--- src/rtl/phy_tif_pkg.sv ---
package phy_tif_pkg;

    localparam int unsigned TIF_CODE_W = 8;
    localparam int unsigned TIF_DATA_W = 8;

    typedef enum logic [1:0] {
        OP_WRITE     = 2'b00,
        OP_READ      = 2'b01,
        OP_CLEAR     = 2'b10,
        OP_CLEAR_ALT = 2'b11
    } tif_op_e;

    typedef enum logic [3:0] {
        ST_IDLE,
        ST_CLR_LO,
        ST_CK_HI,
        ST_PUT_CODE,
        ST_EN_HI,
        ST_CK_LO,
        ST_EN_LO,
        ST_D_CK_LO,
        ST_PUT_DATA,
        ST_D_CK_HI,
        ST_CL_ZERO,
        ST_CL_SET,
        ST_CL_DROP
    } tif_step_e;

    typedef struct packed {
        logic                  ck;
        logic                  en;
        logic                  clr;
        logic [TIF_DATA_W-1:0] din;
    } tif_pins_t;

    typedef struct packed {
        tif_op_e               op;
        logic [TIF_CODE_W-1:0] code;
        logic [TIF_DATA_W-1:0] data;
    } tif_req_t;

    function automatic logic op_is_clear(tif_op_e op);
        return op[1];
    endfunction

    function automatic tif_step_e first_step(tif_op_e op);
        return op_is_clear(op) ? ST_CL_ZERO : ST_CLR_LO;
    endfunction

    function automatic tif_step_e next_step(tif_step_e s);
        tif_step_e n;
        case (s)
            ST_CLR_LO:   n = ST_CK_HI;
            ST_CK_HI:    n = ST_PUT_CODE;
            ST_PUT_CODE: n = ST_EN_HI;
            ST_EN_HI:    n = ST_CK_LO;
            ST_CK_LO:    n = ST_EN_LO;
            ST_EN_LO:    n = ST_D_CK_LO;
            ST_D_CK_LO:  n = ST_PUT_DATA;
            ST_PUT_DATA: n = ST_D_CK_HI;
            ST_CL_ZERO:  n = ST_CL_SET;
            ST_CL_SET:   n = ST_CL_DROP;
            default:     n = ST_IDLE;
        endcase
        return n;
    endfunction

    function automatic tif_pins_t apply_step(tif_step_e s, tif_pins_t p,
                                             logic [TIF_CODE_W-1:0] code,
                                             logic [TIF_DATA_W-1:0] data);
        tif_pins_t r;
        r = p;
        case (s)
            ST_CLR_LO:   r.clr = 1'b0;
            ST_CK_HI:    r.ck  = 1'b1;
            ST_PUT_CODE: r.din = TIF_DATA_W'(code);
            ST_EN_HI:    r.en  = 1'b1;
            ST_CK_LO:    r.ck  = 1'b0;
            ST_EN_LO:    r.en  = 1'b0;
            ST_D_CK_LO:  r.ck  = 1'b0;
            ST_PUT_DATA: r.din = data;
            ST_D_CK_HI:  r.ck  = 1'b1;
            ST_CL_ZERO: begin
                r.ck  = 1'b0;
                r.clr = 1'b0;
            end
            ST_CL_SET:   r.clr = 1'b1;
            ST_CL_DROP:  r.clr = 1'b0;
            default:     r = p;
        endcase
        return r;
    endfunction

endpackage

--- src/rtl/tif_req_check.sv ---
module tif_req_check
    import phy_tif_pkg::*;
#(
    parameter logic [TIF_CODE_W-1:0] CODE_MAX = 8'h97
) (
    input  tif_op_e               op_i,
    input  logic [TIF_CODE_W-1:0] code_i,
    output logic                  legal_o
);
    always_comb begin
        legal_o = op_is_clear(op_i) || (code_i <= CODE_MAX);
    end
endmodule

--- src/rtl/tif_settle_timer.sv ---
module tif_settle_timer #(
    parameter int unsigned SETTLE_CYCLES = 50
) (
    input  logic clk,
    input  logic rst,
    input  logic load_i,
    output logic expired_o
);
    localparam int unsigned CW = (SETTLE_CYCLES > 1) ? $clog2(SETTLE_CYCLES) : 1;
    localparam logic [CW-1:0] RELOAD = CW'(SETTLE_CYCLES - 1);

    logic [CW-1:0] cnt_q;

    always_ff @(posedge clk) begin
        if (rst) begin
            cnt_q <= '0;
        end else if (load_i) begin
            cnt_q <= RELOAD;
        end else if (cnt_q != '0) begin
            cnt_q <= cnt_q - 1'b1;
        end
    end

    assign expired_o = (cnt_q == '0);
endmodule

--- src/rtl/tif_step_seq.sv ---
module tif_step_seq
    import phy_tif_pkg::*;
(
    input  logic                  clk,
    input  logic                  rst,
    input  logic                  req_valid_i,
    input  tif_req_t              req_i,
    input  logic                  req_legal_i,
    output logic                  req_ready_o,
    output logic                  timer_load_o,
    input  logic                  timer_expired_i,
    input  logic [TIF_DATA_W-1:0] dout_i,
    output tif_pins_t             pins_o,
    output logic                  done_o,
    output logic                  error_o,
    output logic [TIF_DATA_W-1:0] rdata_o
);
    tif_step_e             step_q;
    tif_req_t              cur_q;
    tif_pins_t             pins_q;
    logic                  done_q;
    logic                  err_q;
    logic [TIF_DATA_W-1:0] rdata_q;

    logic      idle;
    logic      accept;
    tif_step_e nxt;

    always_comb begin
        idle         = (step_q == ST_IDLE);
        accept       = idle && req_valid_i;
        nxt          = next_step(step_q);
        timer_load_o = (accept && req_legal_i) ||
                       (!idle && timer_expired_i && (nxt != ST_IDLE));
    end

    always_ff @(posedge clk) begin
        if (rst) begin
            step_q  <= ST_IDLE;
            cur_q   <= '0;
            pins_q  <= '0;
            done_q  <= 1'b0;
            err_q   <= 1'b0;
            rdata_q <= '0;
        end else begin
            done_q <= 1'b0;
            err_q  <= 1'b0;
            if (accept) begin
                if (!req_legal_i) begin
                    done_q  <= 1'b1;
                    err_q   <= 1'b1;
                    rdata_q <= '0;
                end else begin
                    cur_q  <= req_i;
                    step_q <= first_step(req_i.op);
                    pins_q <= apply_step(first_step(req_i.op), pins_q,
                                         req_i.code, req_i.data);
                end
            end else if (!idle && timer_expired_i) begin
                if (step_q == ST_EN_LO && cur_q.op == OP_READ) begin
                    cur_q.data <= dout_i;
                end
                step_q <= nxt;
                if (nxt == ST_IDLE) begin
                    done_q  <= 1'b1;
                    rdata_q <= (cur_q.op == OP_READ) ? cur_q.data : '0;
                end else begin
                    pins_q <= apply_step(nxt, pins_q, cur_q.code, cur_q.data);
                end
            end
        end
    end

    assign req_ready_o = idle;
    assign pins_o      = pins_q;
    assign done_o      = done_q;
    assign error_o     = err_q;
    assign rdata_o     = rdata_q;
endmodule

--- src/rtl/phy_tif_master.sv ---
module phy_tif_master
    import phy_tif_pkg::*;
#(
    parameter int unsigned           SETTLE_CYCLES = 50,
    parameter logic [TIF_CODE_W-1:0] CODE_MAX      = 8'h97
) (
    input  logic                  clk,
    input  logic                  rst,
    input  logic                  req_valid,
    output logic                  req_ready,
    input  logic [1:0]            req_op,
    input  logic [TIF_CODE_W-1:0] req_code,
    input  logic [TIF_DATA_W-1:0] req_wdata,
    output logic                  rsp_done,
    output logic                  rsp_error,
    output logic [TIF_DATA_W-1:0] rsp_rdata,
    output logic                  tst_clk,
    output logic                  tst_en,
    output logic [TIF_DATA_W-1:0] tst_din,
    output logic                  tst_clr,
    input  logic [TIF_DATA_W-1:0] tst_dout
);
    localparam int unsigned GW      = (SETTLE_CYCLES > 1) ? $clog2(SETTLE_CYCLES) + 1 : 2;
    localparam int          GAP_MIN = int'(SETTLE_CYCLES) - 1;

    tif_req_t  req_s;
    logic      legal;
    logic      t_load;
    logic      t_exp;
    tif_pins_t pins;

    always_comb begin
        req_s.op   = tif_op_e'(req_op);
        req_s.code = req_code;
        req_s.data = req_wdata;
    end

    tif_req_check #(.CODE_MAX(CODE_MAX)) u_check (
        .op_i    (req_s.op),
        .code_i  (req_code),
        .legal_o (legal)
    );

    tif_settle_timer #(.SETTLE_CYCLES(SETTLE_CYCLES)) u_timer (
        .clk       (clk),
        .rst       (rst),
        .load_i    (t_load),
        .expired_o (t_exp)
    );

    tif_step_seq u_seq (
        .clk             (clk),
        .rst             (rst),
        .req_valid_i     (req_valid),
        .req_i           (req_s),
        .req_legal_i     (legal),
        .req_ready_o     (req_ready),
        .timer_load_o    (t_load),
        .timer_expired_i (t_exp),
        .dout_i          (tst_dout),
        .pins_o          (pins),
        .done_o          (rsp_done),
        .error_o         (rsp_error),
        .rdata_o         (rsp_rdata)
    );

    assign tst_clk = pins.ck;
    assign tst_en  = pins.en;
    assign tst_clr = pins.clr;
    assign tst_din = pins.din;

    // Gap tracker for the settle-window check
    tif_pins_t     pins_prev;
    logic [GW-1:0] since_chg;
    logic          pins_moved;

    assign pins_moved = (pins != pins_prev);

    always_ff @(posedge clk) begin
        if (rst) begin
            pins_prev <= '0;
            since_chg <= '1;
        end else begin
            pins_prev <= pins;
            if (pins_moved) begin
                since_chg <= '0;
            end else if (since_chg != '1) begin
                since_chg <= since_chg + 1'b1;
            end
        end
    end


    en_rise_chk: assert property (@(posedge clk) disable iff (rst)
        $rose(tst_en) |-> tst_clk);

    en_fall_chk: assert property (@(posedge clk) disable iff (rst)
        $fell(tst_en) |-> !tst_clk);

    err_needs_done_chk: assert property (@(posedge clk) disable iff (rst)
        rsp_error |-> rsp_done);

    no_done_busy_chk: assert property (@(posedge clk) disable iff (rst)
        !req_ready |-> !rsp_done);

    ready_drop_chk: assert property (@(posedge clk) disable iff (rst)
        $fell(req_ready) |-> $past(req_valid));

    settle_gap_chk: assert property (@(posedge clk) disable iff (rst)
        pins_moved |-> (int'(since_chg) >= GAP_MIN));

    idle_quiet_chk: assert property (@(posedge clk) disable iff (rst)
        $past(req_ready && !req_valid) |-> $stable(pins));

    reject_quiet_chk: assert property (@(posedge clk) disable iff (rst)
        $past(req_valid && req_ready && !req_op[1] && (req_code > CODE_MAX))
        |-> ($stable(pins) && req_ready && rsp_error));

    clear_no_err_chk: assert property (@(posedge clk) disable iff (rst)
        $past(req_valid && req_ready && req_op[1]) |=> !rsp_error);
endmodule

--- config.mk ---
export PLATFORM = sky130hd
export DESIGN_NAME = phy_tif_master
export DESIGN_NICKNAME = d
export VERILOG_FILES = /design/src/rtl/phy_tif_pkg.sv /design/src/rtl/tif_req_check.sv /design/src/rtl/tif_settle_timer.sv /design/src/rtl/tif_step_seq.sv /design/src/rtl/phy_tif_master.sv
export SDC_FILE = /design/constraint.sdc
export NUM_CORES = 1
export LEC_CHECK = 0
export ABC_AREA = 1
export BUFFER_PORTS_ARGS = -buffer_cell sky130_fd_sc_hd__buf_2
export CAP_MARGIN = 10
export CELL_PAD_IN_SITES_DETAIL_PLACEMENT = 0
export CELL_PAD_IN_SITES_GLOBAL_PLACEMENT = 1
export CORE_MARGIN = 2
export CORE_UTILIZATION = 39
export DETAILED_ROUTE_END_ITERATION = 8
export PLACE_DENSITY_LB_ADDON = 0.1
export SLEW_MARGIN = 20
export SYNTH_ARGS = -nofsm -noshare
export SYNTH_HDL_FRONTEND = slang
export SYNTH_HIERARCHICAL = 1
export SYNTH_SLANG_ARGS = --single-unit
export TNS_END_PERCENT = 50
--- constraint.sdc ---
create_clock -name clk -period 2.4 [get_ports clk]
set_input_delay 0.12 -clock clk [delete_from_list [all_inputs] [get_ports clk]]
set_output_delay 0.12 -clock clk [all_outputs]
set_load 0.03 [all_outputs]
==> summary.md, run 1 <==
| Metric | Value |
|---|---|
| Post-CTS setup buffers | `0` |
| DRT iter0 DRCs | `97` |
| Pin count of the biggest net entering global routing | `32` |
| Port buffer count | `50` |
| First-pass GRT wire length | `10780 µm` |
| Commonest non-fill, non-tap cells in the layout | `85 x nand2_1, 66 x nor2_1, 53 x dfxtp_1` |
| WHS Path Cells | `3` |
| Endpoints failing hold | `0` |
| Vert. Die Dim | `86.57 µm` |
| Synthesized flop and latch total | `53` |
| Row count | `30` |
| CTS Sinks | `53` |
| Setup Skew | `0.01022 ns` |
| LEAKAGE | `0.001485 µW` |
| Relative slew slack | `72.50%` |
| Clock Root Buffer | `clkbuf_8` |
| Clock latency on the worst-skew pair | `0.30 ns` |
| Post-Syn Area | `2659 µm²` |
| Worst r2r dst | `u_seq/nxt[2]` |
| Final period util | `87.48%` |
| Most common cell after layout, fill and taps aside | `nand2_1` |
| CP max FO | `9` |
| Synth-to-Final Area Change | `16.66%` |
| CP endpoint kind | `flop` |
| Synth Instances | `371` |
| GRT Util Overall | `17.94%` |
| Post-route ant nets | `0` |
| Req. time, crit path | `2.60 ns` |
| Worst Hold Path EP | `u_seq/cur_q[9]` |
| Area occupied by registers | `1061 µm²` |
| Multi-input logic area | `1423 µm²` |
| Worst setup margin | `0.3006 ns` |
| Filler cells | `732` |
| Post-synth top area cell | `dfxtp_1` |
| RSZ-0062 raised after global routing | `false` |
| Ys flop type | `dfxtp_1` |
| H-tree Lvls | `2` |
| Longest Clk Path Bufs | `2` |
| Die Wd | `86.57 µm` |
| HP Class | `in2reg` |
| Total wire length | `6336 µm` |
| Max-slew violations | `0` |
| Post-synthesis async set-or-reset flop share | `0%` |
| CP max stage cell | `dfxtp_1` |
| DR WL/cell | `12.55 µm` |
| Worst slack at placement | `0.2920 ns` |
| Setup TNS | `0 ns` |
| MaxCap Viol Count | `0` |
| CP cell instances | `inv_2, ha_1, inv_1, nor2_2, nand3_4, inv_2, nand2_8, nand2_4, nor2_1, nor3_2, ha_1, nand3_1, o21ai_0, nor2_1` |
| Worst EP arrival | `2.30 ns` |
| YS warnings | `6` |
| # nets final | `460` |
| Initial Util | `39.79%` |
| Residual DRC | `0` |
| Reg2Reg Launch Point | `u_timer/cnt_q[0]` |
| DP HPWL | `4729 µm` |
| Syn Nets | `406` |
| Worst IR Drop VDD | `0.3850 mV` |
| Setup Crit Path Kind | `reg2reg` |
| CP Launch Type | `flop` |
| Worst hold start | `req_code[1]` |
| Period minus WS final | `2.099 ns` |
| Slowest cell delay on critical path | `0.31 ns` |
| Cts hold-fix bufs | `0` |
| Routability cong. | `0.8652` |
| # setup viols final | `0` |
| Fmax | `476.3 MHz` |
| EDFF count, synth | `0` |
| R2R setup slack | `0.30 ns` |
| Total CTS buffers | `5` |
| Core ar. | `6681 µm²` |
| PwrDens | `1143 nW/µm²` |
| Post_cts resized | `0` |
| CTS tree | `yes` |
| Post-Syn Area per Cell | `7.167 µm²` |
| Die area | `7494 µm²` |
| Drt pass-1 iters | `4` |
| Placed cell area | `2998 µm²` |
| Number of global-route vias before repair | `2257` |
| Inserted Diodes | `0` |
| Unique masters post-synth | `38` |
| Final instance area | `3102 µm²` |
| Layout cells sized above 1 | `21.41%` |
| I/O pin count | `51` |
| Synth top area cells | `dfxtp_1 40%, nand2_1 12%, nor2_1 9.3%` |
| Synth top area share | `39.91%` |
| Via density | `4.812` |
| Measured slew at the worst slew-check pin | `0.4124 ns` |
| Initial antenna violation count | `0` |
| Reg clk slew, reported paths | `0.10 ns` |
| Worst R2R Path Depth | `14` |
| Status | `complete, no violations` |
| Seq/Total Area, Yosys | `39.91%` |
| Vias | `2430` |
| Total grt overflow | `0` |
how the worst max path moves through the flow:
stage / to / start / slack, ns / depth (start not counted)
after global placement: u_seq/nxt[2] / u_timer/cnt_q[0] / 0.37 / 14
after CTS: u_seq/nxt[2] / u_timer/cnt_q[0] / 0.28 / 14
after detailed placement: u_seq/nxt[2] / u_timer/cnt_q[0] / 0.29 / 14
final: u_seq/nxt[2] / u_timer/cnt_q[0] / 0.30 / 14
after global routing: u_seq/nxt[2] / u_timer/cnt_q[0] / 0.13 / 14
after floorplan: u_seq/nxt[2] / u_timer/cnt_q[0] / 0.49 / 14
layer usage:
layer / track usage (%) / vias to the layer above / wire, µm / part of all wire (%)
li1: - / 1303 / - / -
met5: 0 / - / 0 / 0
met2: 29.37 / 44 / 2843 / 45
met4: 3.835 / 0 / 31 / 0.49
met1: 24.90 / 1081 / 3252 / 51
met3: 3.048 / 2 / 208 / 3.3
power by group:
group	switching [µW]	total [µW]	internal [µW]
clock network	286	590	304
logic	1100	1670	563
registers	178	1290	1110
total	1570	3550	1980
layout make-up:
cell class / instances / area share (%)
clock inverters: 2 / 1.129
well taps: 80 / 3.227
flip-flops and latches: 53 / 34.21
inverters: 31 / 3.832
multi-input cells: 278 / 45.87
clock buffers: 5 / 2.219
repair buffers: 56 / 9.520
cells in the mapped netlist (2+ instances only):
| master | number |
|---|---|
| inv_2 | 4 |
| nand4_1 | 4 |
| nand2_4 | 3 |
| nand3b_1 | 2 |
| dfxtp_1 | 53 |
| nor2_2 | 4 |
| nor3_1 | 2 |
| o21ai_1 | 6 |
| o21ai_0 | 26 |
| ha_1 | 6 |
| nand3_2 | 2 |
| buf_6 | 2 |
| clkinv_1 | 2 |
| a211oi_1 | 2 |
| inv_1 | 24 |
| buf_4 | 2 |
| nand3_1 | 26 |
| nand2_2 | 2 |
| clkbuf_1 | 5 |
| nand3_4 | 2 |
| nor2_4 | 3 |
| a21oi_1 | 24 |
| nor2_1 | 66 |
| nand2_1 | 85 |
registers in the layout (all words and copies together), names as in the netlist:
name           flops
u_seq/cur_q       18
u_seq/pins_o      11
u_seq/rdata_o      8
u_timer/cnt_q      6
u_seq/nxt          4
u_seq/step_q       4
u_seq/done_o       1
u_seq/error_o      1
critical path, delay by kind of cell (launching register included):
family	cells	cell delay, ns
AO/OA/AOI/OAI	1	0.09
adder cells (fa/ha/maj)	2	0.37
buffers and inverters	3	0.26
flip-flops	1	0.31
AND/OR/NAND/NOR	8	0.96
through the flow:
step / power, µW / cells / hold slack, ns / util (%)
floorplan: 2608 / 371 / 0.1891 / -
global placement: 2976 / 498 / 0.3844 / 44.87
global route: 3880 / 505 / 0.07582 / 46.42
CTS: 3584 / 505 / 0.06766 / 46.42
detailed placement: 2990 / 498 / 0.3894 / 44.87
finish: 3546 / 505 / 0.06708 / 46.42
kinds of logic (layout without fill, tap and decap cells):
kind of cell,count (synthesis),count (layout),share of synthesized area [%]
AND/OR/NAND/NOR,207,207,36.85
AO/OA/AOI/OAI,64,64,13.51
flip-flops,53,53,39.91
buffers and inverters,40,94,6.588
adder cells (fa/ha/maj),6,6,2.823
XOR/XNOR,1,1,0.3295
Note: power is estimated with default switching activity, not from simulation.
==> run 2, diff against run 1 <==
==> constraint.sdc (replaced) <==
create_clock -name clk -period 2.4 [get_ports clk]
set_input_delay 0.36 -clock clk [delete_from_list [all_inputs] [get_ports clk]]
set_output_delay 0.36 -clock clk [all_outputs]
set_load 0.03 [all_outputs]
==> run 2 against run 1 <==
Utilization down 0.24 points. Sequential share of layout area up 0.18 points. Wire length is 1.8% lower. Sequential power hardly changed. Worst setup slack worse by 0.00070 ns. Hold slack better by 0.24 ns. Total power fell by 2.6%.
==> summary.md, run 2 (synthesis gave the netlist of run 1 again) <==
| Metric | Value |
|---|---|
| Status | `complete, no violations` |
| Family with the most delay on the worst path | `simple AND/OR/NAND/NOR gates` |
| Int Power | `1881 µW` |
| Vert. Die Dim | `86.57 µm` |
| Final instance area | `3085 µm²` |
| M3 GR Usage | `3.333%` |
| CP cell instances | `inv_2, ha_1, inv_1, nor2_2, nand3_4, inv_2, nand2_8, nand2_4, nor2_1, nor3_2, ha_1, nand3_1, o21ai_0, nor2_1` |
| GRT Util Overall | `17.84%` |
| Port buffer count | `50` |
| Longest Clk Path Bufs | `2` |
| CP max stage cell | `dfxtp_1` |
| Period minus WS final | `2.100 ns` |
| CP max FO | `9` |
| Max reg flops | `18` |
| DP HPWL | `4731 µm` |
| Slowest cell delay on critical path | `0.32 ns` |
| Post-route ant nets | `0` |
| CP Launch Type | `flop` |
| Fmax | `476.2 MHz` |
| PwrDens | `1119 nW/µm²` |
| MaxCap Viol Count | `0` |
| Total CTS buffers | `5` |
| Die Wd | `86.57 µm` |
| # nets final | `460` |
| Residual DRC | `0` |
| Reg clk slew, reported paths | `0.10 ns` |
| Post-CTS setup buffers | `0` |
| GR met1 Demand/Resource | `24.50%` |
| Row count | `30` |
| Setup Skew | `0.009996 ns` |
| Filler cells | `762` |
| Top reg by flops | `u_seq/cur_q` |
| Placed cell area | `2998 µm²` |
| First-pass GRT wire length | `10680 µm` |
| Synth-to-Final Area Change | `16.05%` |
| Placed insts | `498` |
| Relative slew slack | `70.05%` |
| Setup Crit Path Kind | `reg2reg` |
| DR WL/cell | `12.29 µm` |
| Total grt overflow | `0` |
| Endpoints failing hold | `0` |
| CTS tree | `yes` |
| Worst EP arrival | `2.30 ns` |
| Max-slew violations | `0` |
| CTS Sinks | `53` |
| DRT iter0 DRCs | `59` |
| Multi-input logic area | `1423 µm²` |
| Number of global-route vias before repair | `2255` |
| Setup TNS | `0 ns` |
| LEAKAGE | `0.001468 µW` |
| Comb power frac | `48.1%` |
| Most common cell after layout, fill and taps aside | `nand2_1` |
| RSZ-0062 raised after global routing | `false` |
| Req. time, crit path | `2.60 ns` |
| Cts hold-fix bufs | `0` |
| Layout cells sized above 1 | `21.36%` |
| Routability cong. | `0.8583` |
| Drt pass-1 iters | `4` |
| Buf+Inv Stages, Crit Path | `3` |
| CP endpoint kind | `flop` |
| Clock Root Buffer | `clkbuf_8` |
| Switching part of the total | `45.54%` |
| Post_cts resized | `0` |
| Final period util | `87.51%` |
| Reg power frac | `37.4%` |
| Initial antenna violation count | `0` |
| Commonest non-fill, non-tap cells in the layout | `85 x nand2_1, 66 x nor2_1, 53 x dfxtp_1` |
| Pin count of the biggest net entering global routing | `32` |
| Fin cells | `506` |
| # setup viols final | `0` |
| GR peak layer | `met2` |
| Measured slew at the worst slew-check pin | `0.4446 ns` |
| Clock latency on the worst-skew pair | `0.30 ns` |
| Psw | `1573 µW` |
| Met2 GRT Util | `29.44%` |
| Total wire length | `6219 µm` |
| I/O pin count | `51` |
| HP Class | `in2reg` |
| H-tree Lvls | `2` |
| Final core occ | `46.18%` |
| Area occupied by registers | `1061 µm²` |
| Worst IR Drop VDD | `0.3647 mV` |
| Clock power share | `14.5%` |
| Core ar. | `6681 µm²` |
| Via density | `4.694` |
| Initial Util | `39.79%` |
| Vias | `2375` |
| Die area | `7494 µm²` |
| Inserted Diodes | `0` |
run 2: changes by cell type in the layout (fill, tap and decap cells not counted), sizes merged:
cell	change
clkbuf	+1
clkinv	-1
clkinvlp	+2
bufinv	-1
run 2: worst paths after layout:
check	start	cells after the start	to	slack, ns
worst max-delay path	u_timer/cnt_q[0]	14	u_seq/nxt[2]	0.30
worst max register to register	u_timer/cnt_q[0]	14	u_seq/nxt[2]	0.30
worst min-delay path	req_code[1]	3	u_seq/cur_q[9]	0.31
worst min register to register	u_seq/pins_o[4]	2	u_seq/pins_o[4]	0.47
run 2: tightest hold or removal path, stage by stage:
cell     delay (ns)
buf_2          0.07
o21ai_0        0.07
nor2_1         0.07
run 2: area by class of cell:
type | count | area share (%)
multi-input combinational | 278 | 46.11
sequential | 53 | 34.39
timing repair buffer | 56 | 9.570
inverter | 31 | 3.852
tap | 80 | 3.244
clock buffer | 6 | 2.352
clock inverter | 2 | 0.4866
run 2: power by group through the flow:
| stage | sequential (µW) | clock (µW) | combinational (µW) |
|---|---|---|---|
| after floorplan | 1390 | 0 | 1220 |
| after global placement | 1310 | 0 | 1660 |
| after detailed placement | 1310 | 0 | 1680 |
| after CTS | 1290 | 523 | 1680 |
| after global routing | 1320 | 561 | 1910 |
| final | 1290 | 502 | 1660 |
run 2: layer usage:
metal,vias up,part of all wire [%]
met5,-,0
met4,0,0.40
met3,2,2.4
met2,31,46
met1,1034,52
li1,1308,-
run 2: stage by stage:
stage	total power (µW)	hold WS (ns)	worst slack, ns
after floorplan	2608	0.4291	0.4919
after global placement	2976	0.4453	0.3687
after detailed placement	2988	0.4515	0.2923
after CTS	3495	0.3017	0.2855
after global routing	3798	0.3086	0.04417
final	3453	0.3057	0.2999
==> run 3, diff against run 2 <==
- BUFFER_PORTS_ARGS: -buffer_cell sky130_fd_sc_hd__buf_2 -> -buffer_cell sky130_fd_sc_hd__buf_4
- HOLD_SLACK_MARGIN: unset -> 0.03
==> run 3 against run 2 <==
Global-route usage up 0.63 points. Wire length up 1.8%. Clock skew increased by 0.0046 ns. Design area is 4.1% higher. Register-to-register slack is essentially flat. Worst setup slack gained 0.015 ns. Sequential power is essentially flat. Hold slack improved by 0.0038 ns.
==> summary.md, run 3 (synthesis gave the netlist of run 1 again) <==
| Metric | Value |
|---|---|
| Reg clk slew, reported paths | `0.10 ns` |
| CP max stage cell | `dfxtp_1` |
| R2R setup slack | `0.31 ns` |
| Top reg by flops | `u_seq/cur_q` |
| Setup Crit Path Kind | `reg2reg` |
| Post_cts resized | `0` |
| Die Wd | `86.57 µm` |
| CP endpoint kind | `flop` |
| Worst slack at placement | `0.3027 ns` |
| CTS Sinks | `53` |
| Relative slew slack | `67.87%` |
| Final instance area | `3213 µm²` |
| Placed cell area | `3123 µm²` |
| MaxCap Viol Count | `0` |
| CP Launch Type | `flop` |
| DP HPWL | `4767 µm` |
| Clock power share | `14.6%` |
| Routability cong. | `0.8628` |
| CTS tree | `yes` |
| Vias | `2432` |
| Inserted Diodes | `0` |
| Drt pass-1 iters | `4` |
| Setup TNS | `0 ns` |
| RSZ-0062 raised after global routing | `false` |
| Total wire length | `6329 µm` |
| # setup viols final | `0` |
| CP cell instances | `inv_2, ha_1, inv_1, nor2_2, nand3_4, inv_2, nand2_8, nand2_4, nor2_1, nor3_2, ha_1, nand3_1, o21ai_0, nor2_1` |
| Core ar. | `6681 µm²` |
| Worst R2R Path Depth | `14` |
| WHS Path Cells | `3` |
| Status | `complete, no violations` |
| Switching part of the total | `45.09%` |
| Buf+Inv Stages, Crit Path | `3` |
| DRT iter0 DRCs | `82` |
| Overall Power | `3522 µW` |
| Longest Clk Path Bufs | `2` |
| Clock Root Buffer | `clkbuf_8` |
| Number of global-route vias before repair | `2311` |
| Post-route ant nets | `0` |
| Fmax | `479.6 MHz` |
| Most common cell after layout, fill and taps aside | `nand2_1` |
| Reg power frac | `36.7%` |
| Initial antenna violation count | `0` |
| Measured slew at the worst slew-check pin | `0.4770 ns` |
| LEAKAGE | `0.001499 µW` |
| Setup Skew | `0.01460 ns` |
| Family with the most delay on the worst path | `simple AND/OR/NAND/NOR gates` |
| GRT Util Overall | `18.47%` |
| Die area | `7494 µm²` |
| Total grt overflow | `0` |
| Worst r2r dst | `u_seq/nxt[2]` |
| Cts hold-fix bufs | `0` |
| Post-CTS setup buffers | `0` |
| Commonest non-fill, non-tap cells in the layout | `85 x nand2_1, 66 x nor2_1, 56 x buf_4` |
| First-pass GRT wire length | `10980 µm` |
| Via density | `4.806` |
| CP max FO | `9` |
| Slowest cell delay on critical path | `0.31 ns` |
| Comb power frac | `48.7%` |
| Clock latency on the worst-skew pair | `0.31 ns` |
| Period minus WS final | `2.085 ns` |
| Residual DRC | `0` |
| Layout cells sized above 1 | `21.60%` |
| I/O pin count | `51` |
| Int Power | `1934 µW` |
| Final period util | `86.89%` |
| Req. time, crit path | `2.62 ns` |
| Worst hold start | `req_code[0]` |
| Port buffer count | `50` |
| Worst IR Drop VDD | `0.3803 mV` |
| H-tree Lvls | `2` |
| # nets final | `460` |
| Vert. Die Dim | `86.57 µm` |
| DR WL/cell | `12.51 µm` |
| Row count | `30` |
| PwrDens | `1096 nW/µm²` |
| Max reg flops | `18` |
| Worst Hold Path EP | `u_seq/cur_q[8]` |
| Initial Util | `39.79%` |
| Synth-to-Final Area Change | `20.85%` |
| Total CTS buffers | `5` |
| HP Class | `in2reg` |
| Pin count of the biggest net entering global routing | `32` |
| Max-slew violations | `0` |
| Endpoints failing hold | `0` |
| Reg2Reg Launch Point | `u_timer/cnt_q[0]` |
| Psw | `1588 µW` |
| Worst setup margin | `0.3147 ns` |
| Worst EP arrival | `2.30 ns` |
-- run 3: how the worst max path moves through the flow --
stage                           startpoint           end  slack (ns)  depth (start not counted)
after floorplan           u_timer/cnt_q[0]  u_seq/nxt[2]        0.49                         14
after global placement    u_timer/cnt_q[0]  u_seq/nxt[2]        0.36                         14
after detailed placement  u_timer/cnt_q[0]  u_seq/nxt[2]        0.30                         14
after CTS                 u_timer/cnt_q[0]  u_seq/nxt[2]        0.30                         14
after global routing      u_timer/cnt_q[0]  u_seq/nxt[2]        0.12                         14
final                     u_timer/cnt_q[0]  u_seq/nxt[2]        0.31                         14
-- run 3: through the flow --
stage                     hold WS, ns  std cells  utilization [%]
final                          0.3095        506            48.09
after global routing           0.3018        506            48.09
after CTS                      0.2965        506            48.09
after detailed placement       0.4537        498            46.74
after global placement         0.4483        498            46.74
after floorplan                0.4291        371                -
-- run 3: metal layers --
layer	up-vias	GRT usage, %	wire [µm]
met3	2	3.905	192
li1	1311	-	-
met5	-	0	0
met4	0	4.688	31
met1	1078	25.16	3168
met2	41	29.86	2935
-- run 3: final cells by class --
cell class,count,area (µm²)
Clock buffer,5,68.82
Clock inverter,3,21.27
Fill cell,724,3468
Inverter,31,118.9
Multi-Input combinational cell,278,1423
Sequential cell,53,1061
Tap cell,80,100.1
Timing Repair Buffer,56,420.4
-- run 3: worst register-to-register path: stages, from the launching register on --
cell     delay [ns]
dfxtp_1        0.31
inv_2          0.10
ha_1           0.15
inv_1          0.04
nor2_2         0.14
nand3_4        0.13
inv_2          0.12
nand2_8        0.09
nand2_4        0.12
nor2_1         0.07
nor3_2         0.28
ha_1           0.22
nand3_1        0.09
o21ai_0        0.10
nor2_1         0.06
-- run 3: power groups by stage --
stage                     logic (µW)  clock network [µW]  registers [µW]
after floorplan                 1220                   0            1390
after global placement          1720                   0            1310
after detailed placement        1720                   0            1320
after CTS                       1730                 541            1300
after global routing            1950                 587            1330
final                           1720                 513            1290
